`src/rtl/onb_mult_pkg.sv`:
```
package onb_mult_pkg;

  typedef enum logic [1:0] {
    ST_IDLE  = 2'd0,
    ST_RUN   = 2'd1,
    ST_FLUSH = 2'd2
  } seq_state_e;

  // 2^k reduced modulo p
  function automatic int pow2_mod(input int k, input int p);
    int r;
    r = 1;
    for (int t = 0; t < k; t++) r = (r * 2) % p;
    return r;
  endfunction

  // Does the basis-element product beta_i*beta_j contain beta_0?
  // Sum and difference exponents land on +-1 for beta_0.
  function automatic logic basis_hit(input int i, input int j, input int p);
    int pi, pj, s, d;
    logic hs, hd;
    pi = pow2_mod(i, p);
    pj = pow2_mod(j, p);
    s  = (pi + pj) % p;
    d  = (pi - pj + p) % p;
    hs = (s == 1) || (s == p - 1);
    hd = (d == 1) || (d == p - 1);
    return hs ^ hd;
  endfunction

endpackage

```
`src/rtl/onb_operand_rot.sv`:
```
module onb_operand_rot #(
  parameter int M = 11,
  parameter int D = 3
) (
  input  logic         clk,
  input  logic         rst_n,
  input  logic         load_i,
  input  logic         shift_i,
  input  logic [M-1:0] a_i,
  input  logic [M-1:0] b_i,
  output logic [M-1:0] a_q,
  output logic [M-1:0] b_q
);

  // rotate toward index 0 by D places: new[i] = old[(i+D) mod M]
  function automatic logic [M-1:0] rot_down(input logic [M-1:0] v);
    logic [M-1:0] r;
    for (int i = 0; i < M; i++) r[i] = v[(i + D) % M];
    return r;
  endfunction

  always_ff @(posedge clk or negedge rst_n) begin
    if (!rst_n) begin
      a_q <= '0;
      b_q <= '0;
    end else if (load_i) begin
      a_q <= a_i;
      b_q <= b_i;
    end else if (shift_i) begin
      a_q <= rot_down(a_q);
      b_q <= rot_down(b_q);
    end
  end

  assert_load_excl_shift_R5: assert property (@(posedge clk) disable iff (!rst_n)
    load_i |-> !shift_i)
    else $error("load and shift in the same cycle");

endmodule

```
`src/rtl/onb_lane_array.sv`:
```
module onb_lane_array #(
  parameter int M  = 11,
  parameter int D  = 3,
  parameter int CW = 2
) (
  input  logic          clk,
  input  logic          rst_n,
  input  logic [M-1:0]  a_q,
  input  logic [M-1:0]  b_q,
  input  logic          fire_i,
  input  logic [CW-1:0] idx_i,
  output logic [D-1:0]  digit_q,
  output logic [CW-1:0] idx_q,
  output logic          vld_q
);
  import onb_mult_pkg::*;

  localparam int P = 2 * M + 1;

  function automatic logic [M-1:0] rot_by(input logic [M-1:0] v, input int n);
    logic [M-1:0] r;
    for (int i = 0; i < M; i++) r[i] = v[(i + n) % M];
    return r;
  endfunction

  // shared product-bit function: coefficient of beta_0 in a*b
  function automatic logic prod_bit(input logic [M-1:0] a, input logic [M-1:0] b);
    logic acc;
    acc = 1'b0;
    for (int i = 0; i < M; i++)
      for (int j = 0; j < M; j++)
        if (basis_hit(i, j, P)) acc = acc ^ (a[i] & b[j]);
    return acc;
  endfunction

  logic [D-1:0] lane_bit;

  for (genvar l = 0; l < D; l++) begin : g_lane
    logic [M-1:0] a_l, b_l;
    always_comb begin
      a_l = rot_by(a_q, l);
      b_l = rot_by(b_q, l);
      lane_bit[l] = prod_bit(a_l, b_l);
    end
  end

  always_ff @(posedge clk or negedge rst_n) begin
    if (!rst_n) begin
      digit_q <= '0;
      idx_q   <= '0;
      vld_q   <= 1'b0;
    end else begin
      vld_q <= fire_i;
      if (fire_i) begin
        digit_q <= lane_bit;
        idx_q   <= idx_i;
      end
    end
  end

  assert_idx_in_range_R9: assert property (@(posedge clk) disable iff (!rst_n)
    vld_q |-> (int'(idx_q) * D < M))
    else $error("digit index beyond field");

endmodule

```
`src/rtl/onb_digit_collect.sv`:
```
module onb_digit_collect #(
  parameter int M  = 11,
  parameter int D  = 3,
  parameter int CW = 2
) (
  input  logic          clk,
  input  logic          rst_n,
  input  logic          vld_i,
  input  logic [CW-1:0] idx_i,
  input  logic [D-1:0]  digit_i,
  output logic [M-1:0]  prod_o
);

  always_ff @(posedge clk or negedge rst_n) begin
    if (!rst_n) begin
      prod_o <= '0;
    end else if (vld_i) begin
      for (int l = 0; l < D; l++) begin
        int pos;
        pos = int'(idx_i) * D + l;
        if (pos < M) prod_o[pos] <= digit_i[l];
      end
    end
  end

  assert_prod_hold_R7: assert property (@(posedge clk) disable iff (!rst_n)
    !vld_i |=> $stable(prod_o))
    else $error("product moved without a digit");

endmodule

```
`src/rtl/onb_seq_ctrl.sv`:
```
module onb_seq_ctrl #(
  parameter int ITER = 4,
  parameter int CW   = 2
) (
  input  logic          clk,
  input  logic          rst_n,
  input  logic          start_i,
  output logic          load_o,
  output logic          fire_o,
  output logic [CW-1:0] idx_o,
  output logic          done_o
);
  import onb_mult_pkg::*;

  seq_state_e   state_q;
  logic [CW-1:0] cnt_q;
  logic          last_iter;

  assign load_o    = start_i && (state_q == ST_IDLE);
  assign fire_o    = (state_q == ST_RUN);
  assign idx_o     = cnt_q;
  assign last_iter = (cnt_q == CW'(ITER - 1));

  always_ff @(posedge clk or negedge rst_n) begin
    if (!rst_n) begin
      state_q <= ST_IDLE;
      cnt_q   <= '0;
      done_o  <= 1'b0;
    end else begin
      done_o <= 1'b0;
      unique case (state_q)
        ST_IDLE: if (load_o) begin
          state_q <= ST_RUN;
          cnt_q   <= '0;
        end
        ST_RUN: begin
          if (last_iter) state_q <= ST_FLUSH;
          else           cnt_q   <= cnt_q + 1'b1;
        end
        ST_FLUSH: begin
          state_q <= ST_IDLE;
          done_o  <= 1'b1;
        end
        default: state_q <= ST_IDLE;
      endcase
    end
  end

  assert_cnt_range_R3: assert property (@(posedge clk) disable iff (!rst_n)
    (state_q == ST_RUN) |-> (int'(cnt_q) < ITER))
    else $error("iteration counter out of range");

  assert_done_pulse_R6: assert property (@(posedge clk) disable iff (!rst_n)
    done_o |=> !done_o)
    else $error("done longer than one cycle");

  assert_run_no_abort_R5: assert property (@(posedge clk) disable iff (!rst_n)
    (state_q == ST_RUN) |=> (state_q != ST_IDLE))
    else $error("run left without flush");

endmodule

```
`src/rtl/onb_digit_mult.sv`:
```
module onb_digit_mult #(
  parameter int M     = 11,
  parameter int DIGIT = 3
) (
  input  logic         clk,
  input  logic         rst_n,
  input  logic         start_i,
  input  logic [M-1:0] a_i,
  input  logic [M-1:0] b_i,
  output logic [M-1:0] prod_o,
  output logic         done_o
);

  localparam int ITER = (M + DIGIT - 1) / DIGIT;
  localparam int CW   = (ITER > 1) ? $clog2(ITER) : 1;

  logic          load_w, fire_w;
  logic [CW-1:0] idx_w, pipe_idx_w;
  logic [M-1:0]  a_rot_w, b_rot_w;
  logic [DIGIT-1:0] pipe_digit_w;
  logic          pipe_vld_w;

  onb_seq_ctrl #(.ITER(ITER), .CW(CW)) u_ctrl (
    .clk(clk), .rst_n(rst_n), .start_i(start_i),
    .load_o(load_w), .fire_o(fire_w), .idx_o(idx_w), .done_o(done_o)
  );

  onb_operand_rot #(.M(M), .D(DIGIT)) u_rot (
    .clk(clk), .rst_n(rst_n), .load_i(load_w), .shift_i(fire_w),
    .a_i(a_i), .b_i(b_i), .a_q(a_rot_w), .b_q(b_rot_w)
  );

  onb_lane_array #(.M(M), .D(DIGIT), .CW(CW)) u_lanes (
    .clk(clk), .rst_n(rst_n), .a_q(a_rot_w), .b_q(b_rot_w),
    .fire_i(fire_w), .idx_i(idx_w),
    .digit_q(pipe_digit_w), .idx_q(pipe_idx_w), .vld_q(pipe_vld_w)
  );

  onb_digit_collect #(.M(M), .D(DIGIT), .CW(CW)) u_collect (
    .clk(clk), .rst_n(rst_n), .vld_i(pipe_vld_w),
    .idx_i(pipe_idx_w), .digit_i(pipe_digit_w), .prod_o(prod_o)
  );

  assert_done_after_digit_R3: assert property (@(posedge clk) disable iff (!rst_n)
    done_o |-> $past(pipe_vld_w))
    else $error("done without a final digit");

  assert_last_digit_done_R9: assert property (@(posedge clk) disable iff (!rst_n)
    (pipe_vld_w && int'(pipe_idx_w) == ITER - 1) |=> done_o)
    else $error("final digit not followed by done");

endmodule

```
`config.mk`:
```
export PLATFORM = sky130hd
export DESIGN_NAME = onb_digit_mult
export DESIGN_NICKNAME = d
export VERILOG_FILES = /design/src/rtl/onb_mult_pkg.sv /design/src/rtl/onb_operand_rot.sv /design/src/rtl/onb_lane_array.sv /design/src/rtl/onb_digit_collect.sv /design/src/rtl/onb_seq_ctrl.sv /design/src/rtl/onb_digit_mult.sv
export SDC_FILE = /design/constraint.sdc
export NUM_CORES = 1
export LEC_CHECK = 0
export BUFFER_PORTS_ARGS = -buffer_cell sky130_fd_sc_hd__buf_2
export CAP_MARGIN = 40
export CORE_MARGIN = 2
export CORE_UTILIZATION = 60
export DETAILED_ROUTE_END_ITERATION = 6
export GPL_TIMING_DRIVEN = 0
export PLACE_DENSITY = 0.9
export SLEW_MARGIN = 20
export SYNTH_ARGS = -nofsm -noshare
export SYNTH_HDL_FRONTEND = slang
export SYNTH_SLANG_ARGS = --single-unit
```
`constraint.sdc`:
```
create_clock -name clk -period 2.84 [get_ports clk]
set_input_delay 0.568 -clock clk [delete_from_list [all_inputs] [get_ports clk]]
set_output_delay 0.568 -clock clk [all_outputs]
set_load 0.05 [all_outputs]
```
# After elaboration in Yosys (flattened, before gate mapping)
# Index checks and enable logic that the tools add are counted.
[classes]
order_cmp = 9
bitwise_logic = 117
eq_ne = 6
reduce_logical = 9
n_addsub = 3
multipliers = 1
muxes = 25
[ops]
columns = ["cell", "n"]
rows = [
  ["$mux 11", 9],
  ["$ge 32x1->1 const B", 3],
  ["$lt 32x5->1 const B", 3],
  ["$lt 32x6->1 const B", 3],
  ["$xor 1x1->1", 60],
  ["$and 1x1->1", 57],
  ["$bwmux 11", 3],
  ["$add 32x2->32 const B", 1],
  ["$add 32x3->32 const B", 1],
  ["$demux 1 s4", 3],
  ["$mux 2", 4],
  ["$pmux 2 s2", 2],
  ["$ne 2x2->1 const B", 3],
  ["$eq 2x2->1 const B", 2],
  ["$logic_and 1x1->1", 4],
  ["$mul 2x2->4 const B", 1],
  ["$mux 1", 4],
  ["$reduce_bool 2->1", 2],
  ["$reduce_and 3->1", 1],
  ["$add 2x1->2 const B", 1],
  ["$eq 2x1->1 const B", 1],
  ["$logic_not 2->1", 1],
  ["$reduce_and 2->1", 1],
]
[word_totals]
register_bits = 44
output_inout_bits = 12
input_bits = 25
wordCells = 179

# Longest topological paths before layout
[depth]
word_depth = 21
ltp_mapped = 10
depth_no_buf = 9

# Cells and area by module
# A second synthesis with hierarchy kept.
[unflattened]
cells_unflattened = 367
area_unflattened_um2 = 3460.8
[modules_own_cells]
columns = ["module", "cells_per_inst", "instances", "area_per_inst_um2", "seq_area_each_um2"]
rows = [
  ["onb_lane_array", 128, 1, 1098.6, 150.1],
  ["onb_digit_collect", 125, 1, 1079.8, 275.3],
  ["onb_operand_rot", 96, 1, 1043.5, 550.5],
  ["onb_seq_ctrl", 18, 1, 239.0, 125.1],
]

# Worst setup path after synthesis
# No wires, ideal clock.
[synth_timing]
path_kind = "flip-flop to flip-flop"
start = "register u_lanes.idx_q[0]"
end = "register u_collect.prod_o[5]"
n_path_buf = 1
synth_period_minus_slack_ns = 2.260
stages_incl_launch_ff = 10
required_ns = 2.774
slack_ns = 0.580
arrival_ns = 2.195
setup_time_ns = 0.066
path_cell_list = "dfrtp_1 -> inv_1 -> ha_1 -> ha_1 -> clkbuf_1 -> a221oi_2 -> and2_1 -> nand2_1 -> a311oi_1 -> o22a_1"
[synth_between]
elab_chain_len = 13
word_cells_on_any_way = 29
classes_between = "2 x add/sub; 1 x mul; 9 x order compare; 14 x mux; 3 x reduce/logical"
[synth_lines]
columns = ["element", "line", "text"]
rows = [
  ["start, declared", "onb_lane_array.sv:13", "output logic [CW-1:0] idx_q,"],
  ["start signal, assigned", "onb_lane_array.sv:56", "idx_q <= idx_i;"],
  ["$mul 2x2->4 *", "onb_digit_collect.sv:20", "pos = int'(idx_i) * D + l;"],
  ["branches (longest 11 deep; another with $add 32x2->32)", "n/a", ""],
  ["$mux 11 *", "onb_digit_collect.sv:21", "if (pos < M) prod_o[pos] <= digit_i[l];"],
  ["end signal, assigned by index", "onb_digit_collect.sv:21", ""],
  ["end, declared", "onb_digit_collect.sv:11", "output logic [M-1:0] prod_o"],
]
# Every way passes the cells marked *. The select of a mux whose other input is x is not followed.
# A chain may end at the register's enable or synchronous reset.

# Final worst setup path
[layout_timing]
start = "register u_lanes.idx_q[0]"
end = "register u_collect.prod_o[2]"
# Same word-level chain as after synthesis.

==> impl_summary.md <==
Setup path
The type of the setup path with the least slack is flip-flop to flip-flop. The startpoint type of the worst setup path is a flip-flop. Data arrives at the worst endpoint at 2.87 ns.

In this run the critical register-to-register path is launched from u_lanes.idx_q[0]. For this run, the slowest stage of the critical path takes around 0.43 ns. At the worst endpoint, the required time is 3.08 ns. The critical path goes through inv_1 -> ha_1 -> ha_1 -> clkbuf_1 -> a21oi_2 -> nand3_1 -> mux2i_1 -> a211oi_1 -> a21oi_1 -> a21oi_1. Along the worst path, the maximum fanout reaches 10. The start point of the critical path is u_lanes.idx_q[0].

The sort of element at the end of the critical path is a flip-flop. On the critical path, the stage with the largest delay is an instance of sky130_fd_sc_hd__dfrtp_1.

Cells and area
The layout overhead on the synthesized area is 11.17%. 0 antenna diodes ended up in the layout. The count of fill cells added during filler insertion is 488. The register cell area after layout is 0.001101 mm^2.

At the end of the flow, the number of nets in the layout was 525. The share of final-layout standard cells stronger than drive strength 1 is 0.1575. Summing all multi-input logic gate instances after layout gives 0.002207 mm^2. The design area is roughly 0.0040 mm^2.

Logic synthesis
The primary flip-flop cell chosen by synthesis mapping is sky130_fd_sc_hd__dfrtp_1. Synthesis instantiated 53 different standard cells from the library. sky130_fd_sc_hd__dfrtp_1 takes more of the synthesized area than any other cell. For this run, the number of Yosys warnings is 0.

The share of Yosys cell area claimed by the top area cell type is 0.3080. Of the total synthesized cell area, the portion taken by AND, OR, NAND and NOR gates is 0.1764. The number of enable flip-flop cells after synthesis is 0.

The sequential share of the synthesized area is 0.3080. In the synthesized netlist the async set-or-reset flop fraction comes to 1.000. Of the total synthesized cell area, the portion taken by XOR and XNOR cells is 0.08960. The cell count after synthesis came out at 444.

Sorting the synthesized cells by area gives the leading types as sky130_fd_sc_hd__dfrtp_1 (31%), sky130_fd_sc_hd__a21oi_1 (6.4%), sky130_fd_sc_hd__o21ai_0 (5.2%). The mapped cell area is 0.003575 mm^2. Of the total synthesized cell area, the portion taken by full adders, half adders and majority gates is 0.04200. The combinational family with the most area after synthesis is compound AO/OA/AOI/OAI gates.

The mux contribution to synthesized area is 0.02870. The flip-flop and latch count after synthesis is 44. The total nets after synthesis is 481. The area fraction in compound gates after synthesis was 0.2776.

The mean cell area of the mapped netlist is 8.051 um^2.

Timing
The sum of negative setup slack is 0 ns. Setup repair after global routing left no endpoint under its margin. The clock arrives with 0.01447 ns of skew. The pin slew with the least headroom to its limit is 0.5673 ns. The final cycle utilization of the critical path is 0.9266. Measured against its own limit, the worst slew margin works out to 0.6210.

The max-slew violation count came to 0. The hold violation total from the final report is 0. The total setup violations reported at the end of the flow is 0. The worst path needs 2.632 ns of the cycle, external delays included. The achievable frequency is 380.0 MHz.

Status
The run finished with clean final reports.

GRT
The layer flagged by global routing as most heavily used is met2. The number of antenna violations at the first check in global routing was 0. The total congestion overflow after global routing is 0. For met2 alone, demand over resource in global routing was 0.4612. The met1 global-route usage is 0.4513. The global routing met3 resource utilization is 0.05111. The total routing resource utilization after global routing is 0.3045. The first-pass GRT wire length is about 16,000 um. The via count of the first global-routing pass is 3,146.

The maximum number of pins on one net before global-route repair is 27.

Detailed routing
The via count normalized by instance count is 6.346. After detailed routing, the total wire length is 9686 um. The first TritonRoute pass finished after 5 iterations. The detail-routed net length per standard cell is 17.17 um.

The DRC violation total after the first TritonRoute iteration is 408. Once detail routing completed, the nets flagged for antenna violations numbered 0. The total number of vias is 3,579. The number of remaining DRC errors is 0.

Floorplanning
During I/O placement, the number of pins put on the boundary was 37. The die is approximately 81 um wide. For this configuration, the core starts out at a cell density of 0.6110. The placeable core region is 0.005851 mm^2.

The area of the die is roughly 0.0066 mm^2. From bottom edge to top edge, the die measures 81.19 um. The floorplan has 28 rows.

Clock tree
The number of hold buffers added after CTS was 0. Clock-pin slew was measured on the worst setup and hold paths at 0.09 ns. The total number of clock tree sinks is 44.

TritonCTS created 5 clock buffers. The H-tree was split into 2 levels. The insertion delay to the later sink of the worst-skew pair is 0.31 ns. The TritonCTS clock tree is built. The buffer levels on the longest clock path is 2. The cell sitting at the root of the clock tree is a sky130_fd_sc_hd__clkbuf_8.

Flow run
The tool flagged a number of max-cap violations equal to 0.

Placement
The number of port buffers is 36. Routability-driven placement finished with a final weighted congestion of 0.9324. The placed instance area is 0.003869 mm^2. Detailed placement ended at an HPWL of 7021 um.

Min path
The worst min-delay path category is primary input to async pin.

Power and ir drop
The power per standard cell area is about 1300 mW/mm^2. The maximum ir drop on the vdd rail is 0.7324 mV. For this design the static power due to leakage is approximately 0.0018 uW.
-- synthesized netlist by cell type, types with 2 or more instances --
library cell and n:
sky130_fd_sc_hd__nor4_1 2, sky130_fd_sc_hd__a21oi_2 2, sky130_fd_sc_hd__nand2b_1 4, sky130_fd_sc_hd__o21ai_0 37, sky130_fd_sc_hd__ha_1 12, sky130_fd_sc_hd__nor2b_1 24
sky130_fd_sc_hd__nand3_1 12, sky130_fd_sc_hd__and3_1 5, sky130_fd_sc_hd__and2_1 2, sky130_fd_sc_hd__xor2_1 15, sky130_fd_sc_hd__inv_1 15, sky130_fd_sc_hd__buf_2 14
sky130_fd_sc_hd__or2_2 3, sky130_fd_sc_hd__o22a_1 3, sky130_fd_sc_hd__clkbuf_1 23, sky130_fd_sc_hd__a22o_1 2, sky130_fd_sc_hd__a2bb2oi_1 6, sky130_fd_sc_hd__a22oi_1 24
sky130_fd_sc_hd__a31oi_1 4, sky130_fd_sc_hd__nand2_1 44, sky130_fd_sc_hd__buf_4 3, sky130_fd_sc_hd__dfrtp_1 44, sky130_fd_sc_hd__a21oi_1 46, sky130_fd_sc_hd__nor2_1 26
sky130_fd_sc_hd__xnor2_1 12, sky130_fd_sc_hd__nand4_1 3, sky130_fd_sc_hd__a211oi_1 7, sky130_fd_sc_hd__mux2i_1 8, sky130_fd_sc_hd__mux2_2 2, sky130_fd_sc_hd__o211ai_1 2
sky130_fd_sc_hd__o221ai_1 6, sky130_fd_sc_hd__nor3_1 3, sky130_fd_sc_hd__xnor3_1 3, sky130_fd_sc_hd__buf_6 2, sky130_fd_sc_hd__o22ai_1 6
-- timing repair --
action	CTS	global route
endpoints found under the setup margin	0	1
buffers inserted	0	0
gates resized for setup	0	1
-- routing by layer --
metal  vias up  wire [um]
li1       1661          -
met1      1678       4327
met2       220       4388
met3        20        840
met4         0        130
met5         -          0
-- path summary, 6_finish.rpt --
| path | endpoint | slack, ns | cells past startpoint |
|---|---|---|---|
| setup / recovery | u_collect.prod_o[2] | 0.21 | 10 |
| hold / removal | u_collect.prod_o[6] | 0.22 | 1 |
| setup reg to reg | u_collect.prod_o[2] | 0.21 | 10 |
| hold reg to reg | u_collect.prod_o[10] | 0.51 | 1 |
| max in group asynchronous | u_rot.b_q[1] | 2.10 | 2 |
| min in group clk | u_collect.prod_o[10] | 0.51 | 1 |
-- layout by cell type (no fill, tap or decap), types with 15 or more instances in the layout --
master / instances
sky130_fd_sc_hd__a21oi_1: 46
sky130_fd_sc_hd__a22oi_1: 24
sky130_fd_sc_hd__buf_2: 50
sky130_fd_sc_hd__clkbuf_1: 24
sky130_fd_sc_hd__dfrtp_1: 44
sky130_fd_sc_hd__inv_1: 15
sky130_fd_sc_hd__nand2_1: 44
sky130_fd_sc_hd__nor2_1: 26
sky130_fd_sc_hd__nor2b_1: 24
sky130_fd_sc_hd__o21ai_0: 37
sky130_fd_sc_hd__xor2_1: 15
-- logic make-up after synthesis --
kind of cell,count (synthesis)
compound gates,155
xor+xnor,31
fa+ha+maj,12
buf+inv,61
flops,44
mux,10
simple gates,131
-- per-stage QoR --
stage	std cells	hold slack, ns	power [uW]	worst slack, ns	utilization
6_report	564	0.2152	5338	0.2084	0.6792
5_1_grt	564	0.2485	5723	0.0004894	0.6792
4_1_cts	564	0.2299	5250	0.1583	0.6773
3_5_place_dp	556	0.4958	4818	0.1886	0.6612
3_3_place_gp	555	0.4828	4684	0.2606	0.6578
2_1_floorplan	444	0.2724	4016	0.5795	-
-- layout make-up --
type | count | area share
Buffer | 45 | 0.05479
Clock buffer | 7 | 0.02173
Clock inverter | 1 | 0.001889
Inverter | 16 | 0.01511
Multi-Input combinational cell | 339 | 0.5554
Sequential cell | 44 | 0.2771
Tap cell | 75 | 0.02361
Timing Repair Buffer | 37 | 0.05038
-- registers in the layout, indices dropped and copies added (netlist names) --
signal and flops:
u_ctrl.state_q 2, u_lanes.vld_q 1, u_lanes.digit_q 3, u_lanes.idx_q 2, u_collect.prod_o 11, u_rot.a_q 11, u_rot.b_q 11, u_ctrl.done_o 1
u_ctrl.idx_o 2
-- report_power, final --
part / internal [uW] / switching (uW)
combinational: 1530 / 2260
clock: 198 / 227
sequential: 926 / 198
-- worst max-delay path: cells and delay by family (launching register included) --
family / cells / cell delay, ns
multiplexers: 1 / 0.15
AND/OR/NAND/NOR: 1 / 0.17
buffers and inverters: 2 / 0.34
flip-flops: 1 / 0.43
adder cells (fa/ha/maj): 2 / 0.54
AO/OA/AOI/OAI: 4 / 0.94
Power figures use the tool's default switching activity.
